[src/rtl/sld_pkg.sv]
package sld_pkg;
    parameter int VAL_W  = 16;
    parameter int SIZE_W = 4;
    localparam int EXT_W = VAL_W + 2;

    typedef struct packed {
        logic             is_const;
        logic [VAL_W-1:0] val;
    } opnd_t;

    typedef struct packed {
        opnd_t             a;
        opnd_t             b;
        logic [SIZE_W-1:0] size;
    } rec_t;
endpackage

[src/rtl/sld_record.sv]
module sld_record
    import sld_pkg::*;
(
    input  logic clk,
    input  logic rst_n,
    input  logic clear,
    input  logic capture,
    input  rec_t cap_in,
    output rec_t rec_q
);
    rec_t rec_d;

    always_comb begin
        rec_d = rec_q;
        if (clear) begin
            rec_d = '0;
        end else if (capture) begin
            rec_d = cap_in;
        end
    end

    always_ff @(posedge clk or negedge rst_n) begin
        if (!rst_n) begin
            rec_q <= '0;
        end else begin
            rec_q <= rec_d;
        end
    end
endmodule

[src/rtl/sld_pair_match.sv]
module sld_pair_match
    import sld_pkg::*;
(
    input  opnd_t st_a,
    input  opnd_t st_b,
    input  opnd_t ld_a,
    input  opnd_t ld_b,
    output logic  same_order,
    output logic  swapped,
    output logic  second_eq,
    output logic  both_const
);
    always_comb begin
        second_eq  = (ld_b == st_b);
        same_order = (ld_a == st_a) && second_eq;
        swapped    = (ld_a == st_b) && (ld_b == st_a);
        both_const = st_a.is_const && ld_a.is_const;
    end
endmodule

[src/rtl/sld_range_cmp.sv]
module sld_range_cmp #(
    parameter int VW = 16,
    parameter int SW = 4
) (
    input  logic [VW-1:0] st_off,
    input  logic [SW-1:0] st_size,
    input  logic [VW-1:0] ld_off,
    input  logic [SW-1:0] ld_size,
    output logic          hit
);
    localparam int XW = VW + 2;

    logic signed [XW-1:0] st_x;
    logic signed [XW-1:0] ld_x;
    logic signed [XW-1:0] st_len;
    logic signed [XW-1:0] ld_len;
    logic signed [XW-1:0] st_end;
    logic signed [XW-1:0] ld_end;

    always_comb begin
        st_x   = {{2{st_off[VW-1]}}, st_off};
        ld_x   = {{2{ld_off[VW-1]}}, ld_off};
        st_len = {{(XW-SW){1'b0}}, st_size};
        ld_len = {{(XW-SW){1'b0}}, ld_size};
        st_end = st_x + st_len;
        ld_end = ld_x + ld_len;
        if (st_x < ld_x) begin
            hit = (st_end > ld_x);
        end else begin
            hit = (ld_end > st_x);
        end
    end
endmodule

[src/rtl/st_ld_overlap.sv]
module st_ld_overlap
    import sld_pkg::*;
(
    input  logic              clk,
    input  logic              rst_n,
    input  logic              grp_clear,
    input  logic              st_capture,
    input  logic              st_a_const,
    input  logic [VAL_W-1:0]  st_a_val,
    input  logic              st_b_const,
    input  logic [VAL_W-1:0]  st_b_val,
    input  logic [SIZE_W-1:0] st_size,
    input  logic              ld_valid,
    input  logic              ld_a_const,
    input  logic [VAL_W-1:0]  ld_a_val,
    input  logic              ld_b_const,
    input  logic [VAL_W-1:0]  ld_b_val,
    input  logic [SIZE_W-1:0] ld_size,
    output logic              overlap
);
    rec_t  cap_in;
    rec_t  rec_q;
    opnd_t ld_a;
    opnd_t ld_b;
    logic  same_order;
    logic  swapped;
    logic  second_eq;
    logic  both_const;
    logic  range_hit;
    logic  rec_live;

    always_comb begin
        cap_in.a.is_const = st_a_const;
        cap_in.a.val      = st_a_val;
        cap_in.b.is_const = st_b_const;
        cap_in.b.val      = st_b_val;
        cap_in.size       = st_size;
        ld_a.is_const     = ld_a_const;
        ld_a.val          = ld_a_val;
        ld_b.is_const     = ld_b_const;
        ld_b.val          = ld_b_val;
    end

    sld_record u_rec (
        .clk     (clk),
        .rst_n   (rst_n),
        .clear   (grp_clear),
        .capture (st_capture),
        .cap_in  (cap_in),
        .rec_q   (rec_q)
    );

    sld_pair_match u_match (
        .st_a       (rec_q.a),
        .st_b       (rec_q.b),
        .ld_a       (ld_a),
        .ld_b       (ld_b),
        .same_order (same_order),
        .swapped    (swapped),
        .second_eq  (second_eq),
        .both_const (both_const)
    );

    sld_range_cmp #(
        .VW (VAL_W),
        .SW (SIZE_W)
    ) u_range (
        .st_off  (rec_q.a.val),
        .st_size (rec_q.size),
        .ld_off  (ld_a.val),
        .ld_size (ld_size),
        .hit     (range_hit)
    );

    always_comb begin
        rec_live = (rec_q.size != '0);
        overlap  = ld_valid && rec_live &&
                   (same_order || swapped || (second_eq && both_const && range_hit));
    end
endmodule

[config.mk]
export PLATFORM = sky130hd
export DESIGN_NAME = st_ld_overlap
export DESIGN_NICKNAME = d
export VERILOG_FILES = /design/src/rtl/sld_pkg.sv /design/src/rtl/sld_record.sv /design/src/rtl/sld_pair_match.sv /design/src/rtl/sld_range_cmp.sv /design/src/rtl/st_ld_overlap.sv
export SDC_FILE = /design/constraint.sdc
export NUM_CORES = 1
export LEC_CHECK = 0
export ABC_AREA = 1
export BUFFER_PORTS_ARGS = -buffer_cell sky130_fd_sc_hd__buf_2
export CORE_MARGIN = 2
export CORE_UTILIZATION = 35
export DETAILED_ROUTE_END_ITERATION = 6
export PLACE_DENSITY = 0.62
export SKIP_LAST_GASP = 1
export SLEW_MARGIN = 20
export SYNTH_ARGS = -nofsm -noshare
export SYNTH_HDL_FRONTEND = slang
export SYNTH_SLANG_ARGS = --single-unit
[constraint.sdc]
create_clock -name clk -period 4.54 [get_ports clk]
set_clock_uncertainty 0.1 [all_clocks]
set_input_delay 0.454 -clock clk [delete_from_list [all_inputs] [get_ports clk]]
set_output_delay 0.454 -clock clk [all_outputs]
set_load 0.02 [all_outputs]
==> results.py, run 1 <==
metrics = {
    "clock_network": {
        "cts_root_buf": "clkbuf_16",
        "cts_buffers": 5,
        "clockBufferDepth": 2,
        "cts.sink_count": 38,
        "clk_pin_slew_ns": 0.07,
        "cts_max_level": 2,
        "cts_tree": "done",
        "worstSkewPairLatency_ns": 0.28,
    },
    "pwr": {
        "switchingPower_uw": 408,
        "power.ir.vdd_worst_v": 0.000148,
        "internal_power_uw": 718,
        "seqPwrFrac_pct": 34.0,
        "switching_share_pct": 36.2,
        "p_clk_share_pct": 33.7,
        "p_leak_nw": 2.59,
        "total_power_mw": 1.13,
        "combPwrFrac_pct": 32.4,
        "p_per_area_mw_per_mm2": 226,
    },
    "worst_setup_path": {
        "path_cells": "ha_1 -> nand3_1 -> nand2_1 -> a21oi_1 -> nor4_2 -> nand4_1 -> xor2_1 -> inv_1 -> ha_1 -> nand2_1 -> nor2_2 -> nand2_1 -> inv_1 -> nand4_1 -> nand3_1 -> nand2_1 -> nand3_1 -> nand3_1 -> a21oi_2 -> buf_4",
        "critPathKind": "flip-flop to output port",
        "r2r_slack_ns": 3.42,
        "rr_worst_depth": 2,
        "cp.arrival_ns": 3.69,
        "worstSetupStartpointType": "flip-flop",
        "crit_fanout": 4,
        "setup.worst_path.end_class": "output port",
        "slowest_stage": "nor4_2",
        "rr_endpoint": "u_rec.rec_q[26]$_DFFE_PN0P_",
        "critical_path.reg2reg.startpoint": "u_rec.rec_q[26]$_DFFE_PN0P_",
        "critPathMaxStageDelay_ns": 0.46,
        "crit_required_ns": 3.99,
    },
    "final_layout": {
        "multi_input_area_mm2": 0.00288,
        "finalNonFillerCells": 824,
        "reg_top3": "u_rec.rec_q x38",
        "diodes": 0,
        "area_growth_pct": 17.6,
        "nets": 818,
        "drive_gt1_share_pct": 16.2,
        "top_register": "u_rec.rec_q",
        "regArea_um2": 951,
        "largest_register_ffs": 38,
        "fill_cells": 1279,
    },
    "synthesis": {
        "synth_fa_ha_area_share_pct": 18.3,
        "synth_xor_area_share_pct": 11.6,
        "synth_compound_area_share_pct": 12.3,
        "synth_seq_cells": 38,
        "syn_area_per_cell_um2": 7.11,
        "synth_cells": 597,
        "synth_top_family_by_area": "simple AND/OR/NAND/NOR gates",
        "synthFlopType": "dfrtp_1",
        "syn_nets": 739,
        "synth_mux_area_share_pct": 0,
        "synth.distinct_cells": 36,
        "synth-simple-area-share_pct": 25.1,
        "ys_warn_count": 0,
        "synth_area_mm2": 0.00424,
        "ys_async_sr_fraction_pct": 100,
        "synth-edff-count": 0,
        "yosysSeqAreaShare_pct": 22.4,
    },
    "sta": {
        "finalSetupTns_ns": 0,
        "clock.fmax_mhz": 236,
        "grt_setup_unrepaired": "false",
        "fin_crit_sh_pct": 93.4,
        "drv_slew": 0,
        "final_hold_viol_count": 0,
        "slew_headroom_pct": 38.4,
        "period_needed_ns": 4.24,
        "setup_viol_count_final": 0,
        "worstMarginPinSlew_ns": 0.924,
    },
    "route": {
        "dr_wl_met2_um": 6260,
        "drtIter0Drc": 262,
        "first_pass_iters": 6,
        "ant_nets": 0,
        "wl_per_cell_um": 16.9,
        "wl_met3_um": 645,
        "top_layer": "met4",
        "routed_via_density": 5.12,
        "post-route-drc-count": 0,
        "wl_met1_um": 6810,
        "wl_um": 14000,
        "num_vias": 4222,
    },
    "floorplanning": {
        "io_pins": 82,
        "coreArea_mm2": 0.0119,
        "start_util_pct": 35.6,
        "fp.dieW_um": 114,
        "row_count": 40,
        "fp.dieH_um": 114,
        "dieArea_mm2": 0.0130,
    },
    "placed_design": {
        "place_hpwl_um": 11400,
        "dpl.cell_count": 813,
        "io_buffers": 81,
        "globalplace.congestion": 0.924,
    },
    "global_routing": {
        "grt-ovfl-total": 0,
        "grt_max_degree": 40,
        "grt_pass1_wl_um": 22200,
        "grt_antenna_before_repair": 0,
        "grt_pass1_vias": 4040,
        "track_usage_pct": 22.3,
    },
    "min_path": {
        "holdCritPathClass": "input port to async pin",
    },
    "flow_run": {
        "cap_violations": 0,
    },
    "outcome": {
        "status": "completed",
    },
}
-- repair_timing --
action,in CTS,in global routing
buffers inserted,0,3
gates resized for setup,0,7
endpoints found under the setup margin,0,1
hold buffers,0,0
-- power by group through the flow --
stage / clock (mW) / combinational [mW] / sequential, mW
after floorplan: 0 / 0.231 / 0.380
after global placement: 0 / 0.352 / 0.388
after detailed placement: 0 / 0.358 / 0.388
after CTS: 0.381 / 0.361 / 0.382
after global routing: 0.397 / 0.418 / 0.385
final: 0.379 / 0.365 / 0.382
-- metal layers --
layer	up-vias	track usage [%]
met5	-	0
li1	2123	-
met1	1950	32.1
met3	18	2.70
met2	131	35.2
met4	0	6.18
-- area by class of cell --
type | instances | area share, %
clock buffer | 6 | 2.78
sequential | 38 | 19.0
multi-input combinational | 443 | 57.7
tap | 147 | 3.68
timing repair buffer | 85 | 8.77
clock inverter | 2 | 0.251
inverter | 103 | 7.74
-- how the worst max path moves through the flow --
stage              end                        start  slack [ns]
6_report       overlap  u_rec.rec_q[23]$_DFFE_PN0P_        0.30
5_1_grt        overlap   u_rec.rec_q[0]$_DFFE_PN0P_        0.02
4_1_cts        overlap   u_rec.rec_q[0]$_DFFE_PN0P_        0.15
3_5_place_dp   overlap                  ld_a_val[0]        0.31
3_3_place_gp   overlap                  ld_a_val[0]        0.38
2_1_floorplan  overlap                  ld_a_val[0]        0.71
-- worst max-delay path, delay by kind of cell, from the launching register on --
| family | cells | cell delay [ns] |
|---|---|---|
| simple gates | 12 | 1.54 |
| fa+ha+maj | 2 | 0.67 |
| flops | 1 | 0.45 |
| buf+inv | 3 | 0.28 |
| compound gates | 2 | 0.27 |
| xor+xnor | 1 | 0.18 |
-- kinds of logic after synthesis --
family                     Yosys count
DFF                                 38
buffers and inverters              116
xor gates and xnor gates            56
AOI/OAI and AO/OA                   95
and+or+nand+nor                    231
adders and majority gates           61
-- cell usage in the layout (no fill, tap or decap), types with 2 or more instances in the layout --
master / count
o21ai_1: 2
xnor2_1: 15
nor2_1: 39
clkinv_1: 2
nor3_1: 4
o21ai_2: 2
clkbuf_16: 5
a21o_1: 2
buf_2: 80
ha_1: 59
buf_4: 5
or2_2: 2
nand4_1: 12
nor4_1: 5
nand2_1: 94
nand3_1: 61
xor2_1: 41
inv_1: 100
a31oi_1: 2
nor2_4: 4
fa_1: 2
dfrtp_1: 38
o21ai_0: 44
nand3b_1: 2
o22ai_1: 12
a21oi_1: 25
-- cell usage after synthesis (2+ instances only) --
cell      count  share of area [%]
inv_1       101                8.9
xnor2_1      15                3.1
dfrtp_1      38                 22
nand4_1      12                1.8
clkinv_1      2               0.18
nor2_4        2               0.53
xor2_1       41                8.5
clkbuf_1     13                1.1
o21ai_2       2               0.41
a21oi_1      26                3.1
fa_1          2               0.94
nand3b_1      2               0.35
nor2_1       41                3.6
nor3_1        4               0.47
nand2_1      94                8.3
o21ai_0      44                5.2
o21ai_1       2               0.24
ha_1         59                 17
a21o_1        2               0.35
or2_2         2               0.29
o22ai_1      12                1.8
nor4_1        5               0.74
nand3_1      62                7.3
a31oi_1       2               0.29
-- metrics by stage --
step	setup WS [ns]	utilization [%]	area [um2]	hold WS, ns
final	0.300	41.9	4990	0.204
after global routing	0.0166	41.9	4990	0.271
after CTS	0.146	41.5	4940	0.229
after detailed placement	0.313	40.2	4790	0.472
after global placement	0.377	40.2	4790	0.465
after floorplan	0.711	-	4240	0.0584
(Power assumes the default switching activity.)
==> inputs of run 2 (changes only) <==
--- a/config.mk
+++ b/config.mk
@@ -7,7 +7,6 @@
 export LEC_CHECK = 0
 export ABC_AREA = 1
 export BUFFER_PORTS_ARGS = -buffer_cell sky130_fd_sc_hd__buf_2
-export CORE_MARGIN = 2
 export CORE_UTILIZATION = 35
 export DETAILED_ROUTE_END_ITERATION = 6
 export PLACE_DENSITY = 0.62
==> constraint.sdc (replaced) <==
create_clock -name clk -period 4.54 [get_ports clk]
set_clock_uncertainty 0.1 [all_clocks]
set_input_delay 1.362 -clock clk [delete_from_list [all_inputs] [get_ports clk]]
set_output_delay 1.362 -clock clk [all_outputs]
set_load 0.02 [all_outputs]
==> run 2 against run 1 <==
Net effect: the flow now finishes with violations (setup timing); die area decreased by 3.5%; critical endpoint unchanged; via count increased by 9.4%; register-to-register slack worse by 0.02 ns; non-clock buffer count increased by 83; critical path depth up 4; routed wire length up 7.5%; utilization rose by 7.3 points; final cell count is 9.5% higher; first-iteration DRC count fell by 0.76%; sequential share of layout area is 2.4 points lower; critical path type is now input port to output port; clock power shrank 6.1%; flip-flop and latch count did not move.
==> results.py, run 2 (synthesis results as in run 1) <==
metrics = {
    "pwr": {
        "p_clk_share_pct": 29.9,
        "seqPwrFrac_pct": 32.0,
        "power.ir.vdd_worst_v": 0.000162,
        "combPwrFrac_pct": 38.2,
        "total_power_mw": 1.19,
        "switching_share_pct": 35.7,
        "switchingPower_uw": 425,
        "internal_power_uw": 765,
        "p_per_area_mw_per_mm2": 208,
        "p_leak_nw": 2.99,
    },
    "worst_setup_path": {
        "critical_path.most_common_cell": "nand2_1",
        "setup.worst_path.end_class": "output port",
        "critical_path.reg2reg.startpoint": "u_rec.rec_q[25]$_DFFE_PN0P_",
        "rr_endpoint": "u_rec.rec_q[25]$_DFFE_PN0P_",
        "crit_required_ns": 3.08,
        "path_depth": 24,
        "crit_fanout": 2,
        "critPathBufInv": 7,
        "rr_worst_depth": 3,
        "critPathMaxStageDelay_ns": 0.34,
        "worstSetupStartpointType": "input port",
        "critPathKind": "input port to output port",
        "path_cells": "buf_8 -> ha_4 -> inv_2 -> fa_2 -> o21ai_2 -> nand2_2 -> nor2_4 -> nand4_2 -> buf_4 -> buf_4 -> buf_4 -> nand2_1 -> inv_1 -> ha_1 -> nand2_1 -> nand2_1 -> nand2_1 -> a21oi_1 -> nor2_1 -> nand4_1 -> nand3_2 -> nand3_2 -> a21oi_4 -> buf_6",
        "cp.arrival_ns": 4.22,
        "cpLargestDelayFamily": "simple AND/OR/NAND/NOR gates",
        "slowest_stage": "fa_2",
        "r2r_slack_ns": 3.40,
    },
    "final_layout": {
        "reg_top3": "u_rec.rec_q x38",
        "diodes": 0,
        "nets": 901,
        "final_cell_mix": "inv_1 (97), nand2_1 (93), buf_4 (86)",
        "area_growth_pct": 34.6,
        "finalNonFillerCells": 902,
        "top_register": "u_rec.rec_q",
        "fill_cells": 1176,
        "final_common_cell": "inv_1",
        "largest_register_ffs": 38,
        "drive_gt1_share_pct": 27.4,
        "final_area_mm2": 0.00571,
    },
    "sta": {
        "hold-worst-slack_ns": 0.493,
        "fin_ws_ns": -1.14,
        "fin_crit_sh_pct": 125,
        "drv_slew": 0,
        "period_needed_ns": 5.68,
        "clock.fmax_mhz": 176,
        "worstMarginPinSlew_ns": 0.913,
        "final_hold_viol_count": 0,
        "grt_setup_unrepaired": "true",
        "setup_viol_count_final": 1,
        "slew_headroom_pct": 39.1,
    },
    "route": {
        "num_vias": 4620,
        "ant_nets": 0,
        "wl_per_cell_um": 16.6,
        "first_pass_iters": 5,
        "drtIter0Drc": 260,
        "routed_via_density": 5.12,
        "post-route-drc-count": 0,
        "wl_um": 15000,
    },
    "floorplanning": {
        "start_util_pct": 36.5,
        "dieArea_mm2": 0.0126,
        "row_count": 39,
        "io_pins": 82,
        "fp.dieH_um": 112,
        "coreArea_mm2": 0.0116,
        "fp.dieW_um": 112,
    },
    "clock_network": {
        "clockBufferDepth": 2,
        "cts_buffers": 5,
        "cts_root_buf": "clkbuf_16",
        "cts_tree": "done",
        "worstSkewPairLatency_ns": 0.29,
        "cts.sink_count": 38,
        "clk_pin_slew_ns": 0.06,
        "cts_max_level": 2,
        "ctsHoldBuffers": 0,
    },
    "global_routing": {
        "track_usage_pct": 24.5,
        "grt_antenna_before_repair": 0,
        "grt-ovfl-total": 0,
        "grt_max_degree": 40,
        "grt_pass1_wl_um": 23500,
        "grt_pass1_vias": 4499,
    },
    "placed_design": {
        "placed_area_mm2": 0.00539,
        "dpl.cell_count": 882,
        "post-place-ws_ns": -1.43,
        "place_hpwl_um": 12200,
        "globalplace.congestion": 0.956,
        "io_buffers": 81,
    },
    "outcome": {
        "violations": "setup timing",
        "status": "finished with violations",
    },
    "flow_run": {
        "cap_violations": 0,
    },
    "min_path": {
        "min_path_cells": 2,
        "holdCritPathClass": "flip-flop to flip-flop",
        "min_to": "u_rec.rec_q[37]$_DFFE_PN0P_",
        "min-delay-start": "u_rec.rec_q[37]$_DFFE_PN0P_",
    },
}
-- run 2: cell count changes in the layout (fill, tap and decap cells not counted), sizes merged --
cell    before  now
buf         85  168
clkinv       3    2
-- run 2: stage by stage --
step                TNS, ns  utilization, %
floorplan            -0.885               -
global placement      -1.31            46.4
detailed placement    -1.43            46.4
CTS                   -1.10            49.1
global route          -1.26            49.2
finish                -1.14            49.2
-- run 2: layout make-up --
cell class	count	area [um2]	area share, %
tap	143	179	3.13
inverter	103	387	6.77
timing repair buffer	168	1080	19.0
clock inverter	1	7.51	0.131
clock buffer	6	129	2.26
sequential	38	951	16.6
multi-input combinational	443	2970	52.1
-- run 2: worst reg2reg max path: cells and delay by family, from the launching register on --
kind	cells	cell delay, ns
DFF	1	0.41
AOI/OAI and AO/OA	1	0.14
buffers and inverters	2	0.41
-- run 2: worst max path at each step --
stage / slack (ns) / end / start
6_report: -1.14 / overlap / ld_size[0]
2_1_floorplan: -0.89 / overlap / ld_a_val[0]
3_3_place_gp: -1.31 / overlap / ld_a_val[0]
5_1_grt: -1.26 / overlap / ld_a_val[2]
3_5_place_dp: -1.43 / overlap / ld_a_val[0]
4_1_cts: -1.10 / overlap / ld_size[0]
-- run 2: power by group through the flow --
stage                     combinational, mW  sequential, mW  clock, mW
after floorplan                       0.236           0.380          0
after global placement                0.419           0.386          0
after detailed placement              0.426           0.386          0
after CTS                             0.449           0.380      0.358
after global routing                  0.506           0.383      0.376
final                                 0.454           0.381      0.356
-- run 2: what timing repair did --
item,CTS,global route
buffers inserted,13,1
pin swaps,23,5
gates cloned,0,0
setup endpoints to repair,1,1
resized for setup,18,2
-- run 2: metal layers --
metal	up-vias	global-route usage, %	part of all wire, %
met3	36	3.02	4.5
met5	-	0	0
met4	0	10.2	3.5
met2	132	39.5	44
li1	2297	-	-
met1	2155	33.2	48
